## config.mk

```make
export PLATFORM = sky130hd
export DESIGN_NAME = rd_stream_pacer
export DESIGN_NICKNAME = d
export VERILOG_FILES = /design/src/rtl/rsp_pkg.sv /design/src/rtl/rsp_pace_fsm.sv /design/src/rtl/rsp_capture.sv /design/src/rtl/rd_stream_pacer.sv
export SDC_FILE = /design/constraint.sdc
export NUM_CORES = 1
export LEC_CHECK = 0
export BUFFER_PORTS_ARGS = -buffer_cell sky130_fd_sc_hd__buf_4
export CAP_MARGIN = 20
export CORE_MARGIN = 2
export CORE_UTILIZATION = 41
export DETAILED_ROUTE_END_ITERATION = 7
export PLACE_DENSITY = 0.81
export SETUP_SLACK_MARGIN = 0.3
export SYNTH_ARGS = -nofsm -noshare
export SYNTH_HDL_FRONTEND = slang
export SYNTH_SLANG_ARGS = --single-unit
```

## constraint.sdc

```tcl
create_clock -name clk -period 1.3 [get_ports clk]
set_input_delay 0.195 -clock clk [delete_from_list [all_inputs] [get_ports clk]]
set_output_delay 0.195 -clock clk [all_outputs]
set_load 0.05 [all_outputs]
```

## src/rtl/rsp_pkg.sv

```systemverilog
package rsp_pkg;

    typedef enum logic [1:0] {
        ST_POLL   = 2'd0,
        ST_BURST  = 2'd1,
        ST_SINGLE = 2'd2,
        ST_HOLD   = 2'd3
    } pace_state_e;

endpackage

```

## src/rtl/rsp_pace_fsm.sv

```systemverilog
module rsp_pace_fsm
    import rsp_pkg::*;
#(
    parameter int FLAG_LAT = 3
) (
    input  logic clk,
    input  logic rst,
    input  logic lvl_empty,
    input  logic lvl_many,
    output logic rd_strobe
);

    localparam int CW = (FLAG_LAT > 1) ? $clog2(FLAG_LAT) : 1;
    localparam logic [CW-1:0] HOLD_INIT = CW'(FLAG_LAT - 1);
    localparam int GAP_MIN = FLAG_LAT + 1;
    localparam int GW = $clog2(GAP_MIN + 1);

    typedef struct packed {
        pace_state_e   state;
        logic [CW-1:0] cnt;
        logic          rd;
    } fsm_t;

    fsm_t fsm_d, fsm_q;

    // Decision uses flags of this cycle; strobe appears next cycle.
    always_comb begin
        fsm_d    = fsm_q;
        fsm_d.rd = 1'b0;
        unique case (fsm_q.state)
            ST_POLL: begin
                if (!lvl_empty) begin
                    fsm_d.rd    = 1'b1;
                    fsm_d.state = lvl_many ? ST_BURST : ST_SINGLE;
                end
            end
            ST_BURST: begin
                if (lvl_many) begin
                    fsm_d.rd = 1'b1;
                end else begin
                    fsm_d.state = ST_HOLD;
                    fsm_d.cnt   = HOLD_INIT;
                end
            end
            ST_SINGLE: begin
                fsm_d.state = ST_HOLD;
                fsm_d.cnt   = HOLD_INIT;
            end
            ST_HOLD: begin
                if (fsm_q.cnt == '0) begin
                    fsm_d.state = ST_POLL;
                end else begin
                    fsm_d.cnt = fsm_q.cnt - 1'b1;
                end
            end
            default: fsm_d = '0;
        endcase
    end

    always_ff @(posedge clk) begin
        if (rst) begin
            fsm_q <= '{state: ST_POLL, cnt: '0, rd: 1'b0};
        end else begin
            fsm_q <= fsm_d;
        end
    end

    assign rd_strobe = fsm_q.rd;

    // Checker state: strobe-free cycles since the last strobe (saturating).
    logic [GW-1:0] gap_q;
    always_ff @(posedge clk) begin
        if (rst) begin
            gap_q <= GW'(GAP_MIN);
        end else if (fsm_q.rd) begin
            gap_q <= '0;
        end else if (gap_q < GW'(GAP_MIN)) begin
            gap_q <= gap_q + 1'b1;
        end
    end

    assert_no_read_on_empty_R1: assert property (@(posedge clk) disable iff (rst)
        rd_strobe |-> !$past(lvl_empty));

    assert_burst_stop_R4: assert property (@(posedge clk) disable iff (rst)
        (rd_strobe && !lvl_many) |=> !rd_strobe);

    assert_hold_gap_R3: assert property (@(posedge clk) disable iff (rst)
        $rose(rd_strobe) |-> (gap_q >= GW'(GAP_MIN)));

endmodule

```

## src/rtl/rsp_capture.sv

```systemverilog
module rsp_capture #(
    parameter int DW     = 32,
    parameter int RD_LAT = 2
) (
    input  logic          clk,
    input  logic          rst,
    input  logic          rd_strobe,
    input  logic [DW-1:0] rdata,
    output logic          oe_n,
    output logic          out_valid,
    output logic [DW-1:0] out_data
);

    localparam int IW = $clog2(RD_LAT + 3);

    typedef struct packed {
        logic [RD_LAT-1:0] tag;
        logic              vld;
        logic [DW-1:0]     data;
    } cap_t;

    cap_t cap_d, cap_q;

    always_comb begin
        cap_d        = cap_q;
        cap_d.tag[0] = rd_strobe;
        for (int i = 1; i < RD_LAT; i++) begin
            cap_d.tag[i] = cap_q.tag[i-1];
        end
        cap_d.vld = cap_q.tag[RD_LAT-1];
        if (cap_q.tag[RD_LAT-1]) begin
            cap_d.data = rdata;
        end
    end

    always_ff @(posedge clk) begin
        if (rst) begin
            cap_q <= '0;
        end else begin
            cap_q <= cap_d;
        end
    end

    assign oe_n      = ~(rd_strobe | (|cap_q.tag));
    assign out_valid = cap_q.vld;
    assign out_data  = cap_q.data;

    // Checker state: strobes issued but not yet delivered.
    logic [IW-1:0] infl_q;
    always_ff @(posedge clk) begin
        if (rst) begin
            infl_q <= '0;
        end else begin
            infl_q <= infl_q + IW'(rd_strobe) - IW'(out_valid);
        end
    end

    assert_valid_has_strobe_R5: assert property (@(posedge clk) disable iff (rst)
        out_valid |-> (infl_q != '0));

    assert_inflight_bound_R5: assert property (@(posedge clk) disable iff (rst)
        infl_q <= IW'(RD_LAT + 1));

    assert_capture_enabled_R7: assert property (@(posedge clk) disable iff (rst)
        out_valid |-> $past(!oe_n));

endmodule

```

## src/rtl/rd_stream_pacer.sv

```systemverilog
module rd_stream_pacer #(
    parameter int DW       = 32,
    parameter int FLAG_LAT = 3,
    parameter int RD_LAT   = 2
) (
    input  logic          clk,
    input  logic          rst,
    input  logic          lvl_empty_i,
    input  logic          lvl_many_i,
    output logic          rd_o,
    output logic          oe_n_o,
    input  logic [DW-1:0] rdata_i,
    output logic          out_valid_o,
    output logic [DW-1:0] out_data_o
);

    logic rd_strobe;

    rsp_pace_fsm #(
        .FLAG_LAT (FLAG_LAT)
    ) u_fsm (
        .clk       (clk),
        .rst       (rst),
        .lvl_empty (lvl_empty_i),
        .lvl_many  (lvl_many_i),
        .rd_strobe (rd_strobe)
    );

    rsp_capture #(
        .DW     (DW),
        .RD_LAT (RD_LAT)
    ) u_cap (
        .clk       (clk),
        .rst       (rst),
        .rd_strobe (rd_strobe),
        .rdata     (rdata_i),
        .oe_n      (oe_n_o),
        .out_valid (out_valid_o),
        .out_data  (out_data_o)
    );

    assign rd_o = rd_strobe;

    assert_reset_idle_R7: assert property (@(posedge clk) disable iff (rst)
        $past(rst) |-> (!rd_o && oe_n_o && !out_valid_o));

endmodule

```

==> impl_metrics.py <==
metrics = {
    "power": {
        "ir_drop_mv": 1.15,
        "seq_power_share_pct": 40.2,
        "combPwrFrac_pct": 36.0,
        "switchingPower_uw": 1130,
        "p_int_uw": 2490,
        "clock_power_share_pct": 23.8,
        "switching_share_pct": 31.3,
        "power.leakage_uw": 0.00111,
        "p_total_uw": 3620,
        "power.density_mw_per_mm2": 1360,
    },
    "timing": {
        "fmax_ghz": 0.849,
        "rsz0062_at_grt": "true",
        "slew_headroom_pct": 83.9,
        "final-setup-viol-count": 0,
        "skew_ps": 2.32,
        "worst_slew_pin_slew_ps": 241,
        "hold_slack_ps": 146,
        "slew_violations": 0,
        "finalHoldViolCount": 0,
        "period_needed_ps": 1180,
        "tns_ps": 0,
        "fin_crit_sh_pct": 90.6,
    },
    "worst_setup_path": {
        "cp.depth": 2,
        "ff2ff_setup_slack_ps": 130,
        "regToRegStartpoint": "u_fsm.fsm_q[3]",
        "start_kind": "flip-flop",
        "critPathMaxFanout": 2,
        "cp_num_buf_inv": 1,
        "critical_path_arrival_ps": 980,
        "path_delay_family": "flip-flops",
        "cp.required_ps": 1110,
        "critPathMaxStageDelay_ps": 360,
        "rr_worst_depth": 5,
        "crit_path_end": "oe_n_o",
        "cp_slowest_cell": "dfxtp_4",
        "r2r_end": "u_fsm.fsm_q[2]",
        "cp-end-kind": "output pin",
        "crit_start": "u_cap.cap_d[32]",
        "cp_cell_sequence": "nor3_4 > buf_6",
        "critical_path_class": "flip-flop to output pin",
    },
    "synth": {
        "async_reset_ff_share_pct": 0,
        "ys_seq_area_share_pct": 51.4,
        "synth_area_leaders": "dfxtp_1, mux2i_1, nor2_1",
        "synth_top_area_share_pct": 51.4,
        "netlist_area_sq_mm": 0.00156,
        "synth-seq-cells": 40,
        "synth.avg_cell_area_sq_um": 10.5,
        "synthCells": 148,
        "synth-edff-count": 0,
        "ys_warn_count": 0,
        "syn-num-nets": 188,
        "synthFlopType": "dfxtp_1",
        "ys_types": 26,
        "synth_top_cell_by_area": "dfxtp_1",
    },
    "floorplan": {
        "rows": 22,
        "start_util_pct": 42.5,
        "core-area_sq_mm": 0.00366,
        "die-area_sq_mm": 0.00431,
        "num_io_pins": 71,
        "die_w_microns": 65.6,
        "fp.dieH_microns": 65.6,
    },
    "clocking": {
        "numCtsBuffers": 5,
        "cts_tree": "done",
        "clock-sinks": 40,
        "insertion_delay_ps": 280,
        "htreeDepth": 2,
        "clk_pin_slew_ps": 70,
        "cts_root_buffer": "clkbuf_8",
        "clk_path_buf_depth": 2,
    },
    "placed_design": {
        "hpwl_microns": 2480,
        "routabilityCongestion": 0.821,
        "post_dp_cell_area_sq_mm": 0.00221,
        "numPortBuffers": 70,
    },
    "detailed_routing": {
        "wl_microns": 3690,
        "wl_per_cell_microns": 13.3,
        "viasPerCell": 4.66,
        "route.detailed.drc": 0,
        "drtAntennaViolNets": 0,
        "drt_iter0_drc": 51,
        "num_vias": 1292,
        "drtPass1Iterations": 4,
    },
    "global_route": {
        "grt_pass1_vias": 1314,
        "grt_antenna_before_repair": 0,
        "grt_use_total_pct": 18.0,
        "grt_pass1_wl_microns": 5930,
        "grt_max_degree": 25,
        "grt-ovfl-total": 0,
    },
    "cells_and_area": {
        "regArea_sq_um": 860,
        "antennaDiodeCount": 0,
        "fin_util_pct": 72.9,
        "syn2layout_area_growth_pct": 71.4,
        "final_nets": 269,
        "drive_gt1_share_pct": 63.8,
        "multi_input_area_sq_um": 761,
        "fillers": 256,
        "final_area_sq_mm": 0.00267,
    },
    "worst_hold_path": {
        "hp-class": "input pin to flip-flop",
        "hp-start": "rdata_i[10]",
    },
    "flow_run": {
        "drv_cap": 0,
    },
    "run_status": {
        "status": "finished clean",
    },
}
power groups by stage:
stage,Sequential (uW),Combinational [uW],Clock [uW]
floorplan,1620,627,0
detailed placement,1450,1100,0
global placement,1440,1090,0
global route,1470,1390,941
CTS,1440,1260,884
finish,1450,1300,863
registers in the layout, summed over array words and instances, names as in the netlist:
signal and cells:
u_cap.out_valid 1, u_fsm.fsm_q 4, u_fsm.rd_strobe 1, u_cap.cap_d 2, u_cap.out_data 32
placed cells by master, fill, tap and decap left out, drive strengths merged:
cell type  netlist  layout
nor3             1       1
a22o             1       1
a21oi            2       2
o2bb2ai          1       1
nor2            32      32
dfxtp           40      40
nand2b           4       4
and4b            1       1
buf              6      81
nand2            5       5
a31oi            1       1
a311oi           1       1
a211oi           2       2
and3             1       1
o211ai           1       1
nor2b            3       3
mux2i           33      33
inv              5       5
and2             1       1
clkbuf           2       8
ha               4       4
o21ai            1       1
area by class of cell:
type                            count  area share [%]
Multi-Input combinational cell     95            28.5
Tap cell                           48            2.25
Sequential cell                    40            32.2
Clock buffer                        7            3.61
Inverter                            5           0.797
Timing Repair Buffer               82            32.7
routing by layer:
| layer | vias up | share of wire, % | global-route usage (%) |
|---|---|---|---|
| met1 | 604 | 42 | 20.3 |
| li1 | 657 | - | - |
| met4 | 0 | 0.89 | 7.03 |
| met3 | 4 | 3.6 | 4.97 |
| met5 | - | 0 | 0 |
| met2 | 27 | 54 | 31.7 |
tightest hold or removal path: stages:
cell and delay, ps:
buf_4 80, mux2i_1 50, nor2_1 70
stage by stage:
| stage | instances | worst slack, ps |
|---|---|---|
| global placement | 262 | 156 |
| CTS | 274 | 124 |
| global route | 277 | 66.3 |
| floorplan | 148 | 88.7 |
| finish | 277 | 123 |
| detailed placement | 262 | 133 |
what timing repair did:
action | 4_1_cts | 5_1_grt
hold buffers | 0 | 0
pin swaps | 7 | 4
setup endpoints to repair | 50 | 62
cloned | 1 | 1
buffers inserted | 4 | 2
gates resized for setup | 61 | 33
cells in the mapped netlist, types with 2 or more instances:
cell,count
nand2b_1,4
ha_1,4
nand2_1,4
mux2i_1,33
nor2b_1,3
a21oi_1,2
inv_1,5
buf_6,3
nor2_1,32
buf_2,2
dfxtp_1,40
clkbuf_1,2
kinds of logic after synthesis:
| family | count (synthesis) | synth area share [%] |
|---|---|---|
| AND/OR/NAND/NOR | 48 | 14.0 |
| flip-flops | 40 | 51.4 |
| multiplexers | 33 | 21.2 |
| buffers and inverters | 13 | 4.98 |
| AO/OA/AOI/OAI | 10 | 5.22 |
| adder cells (fa/ha/maj) | 4 | 3.21 |
how the worst min path moves through the flow:
stage | end | cells past startpoint | slack [ps]
detailed placement | u_cap.out_data[23] | 3 | 440
global route | u_cap.out_data[28] | 3 | 150
global placement | u_cap.out_data[6] | 3 | 430
floorplan | u_cap.out_data[10] | 2 | 340
finish | u_cap.out_data[10] | 3 | 150
CTS | u_cap.out_data[10] | 3 | 140
Power figures use the tool's default switching activity.
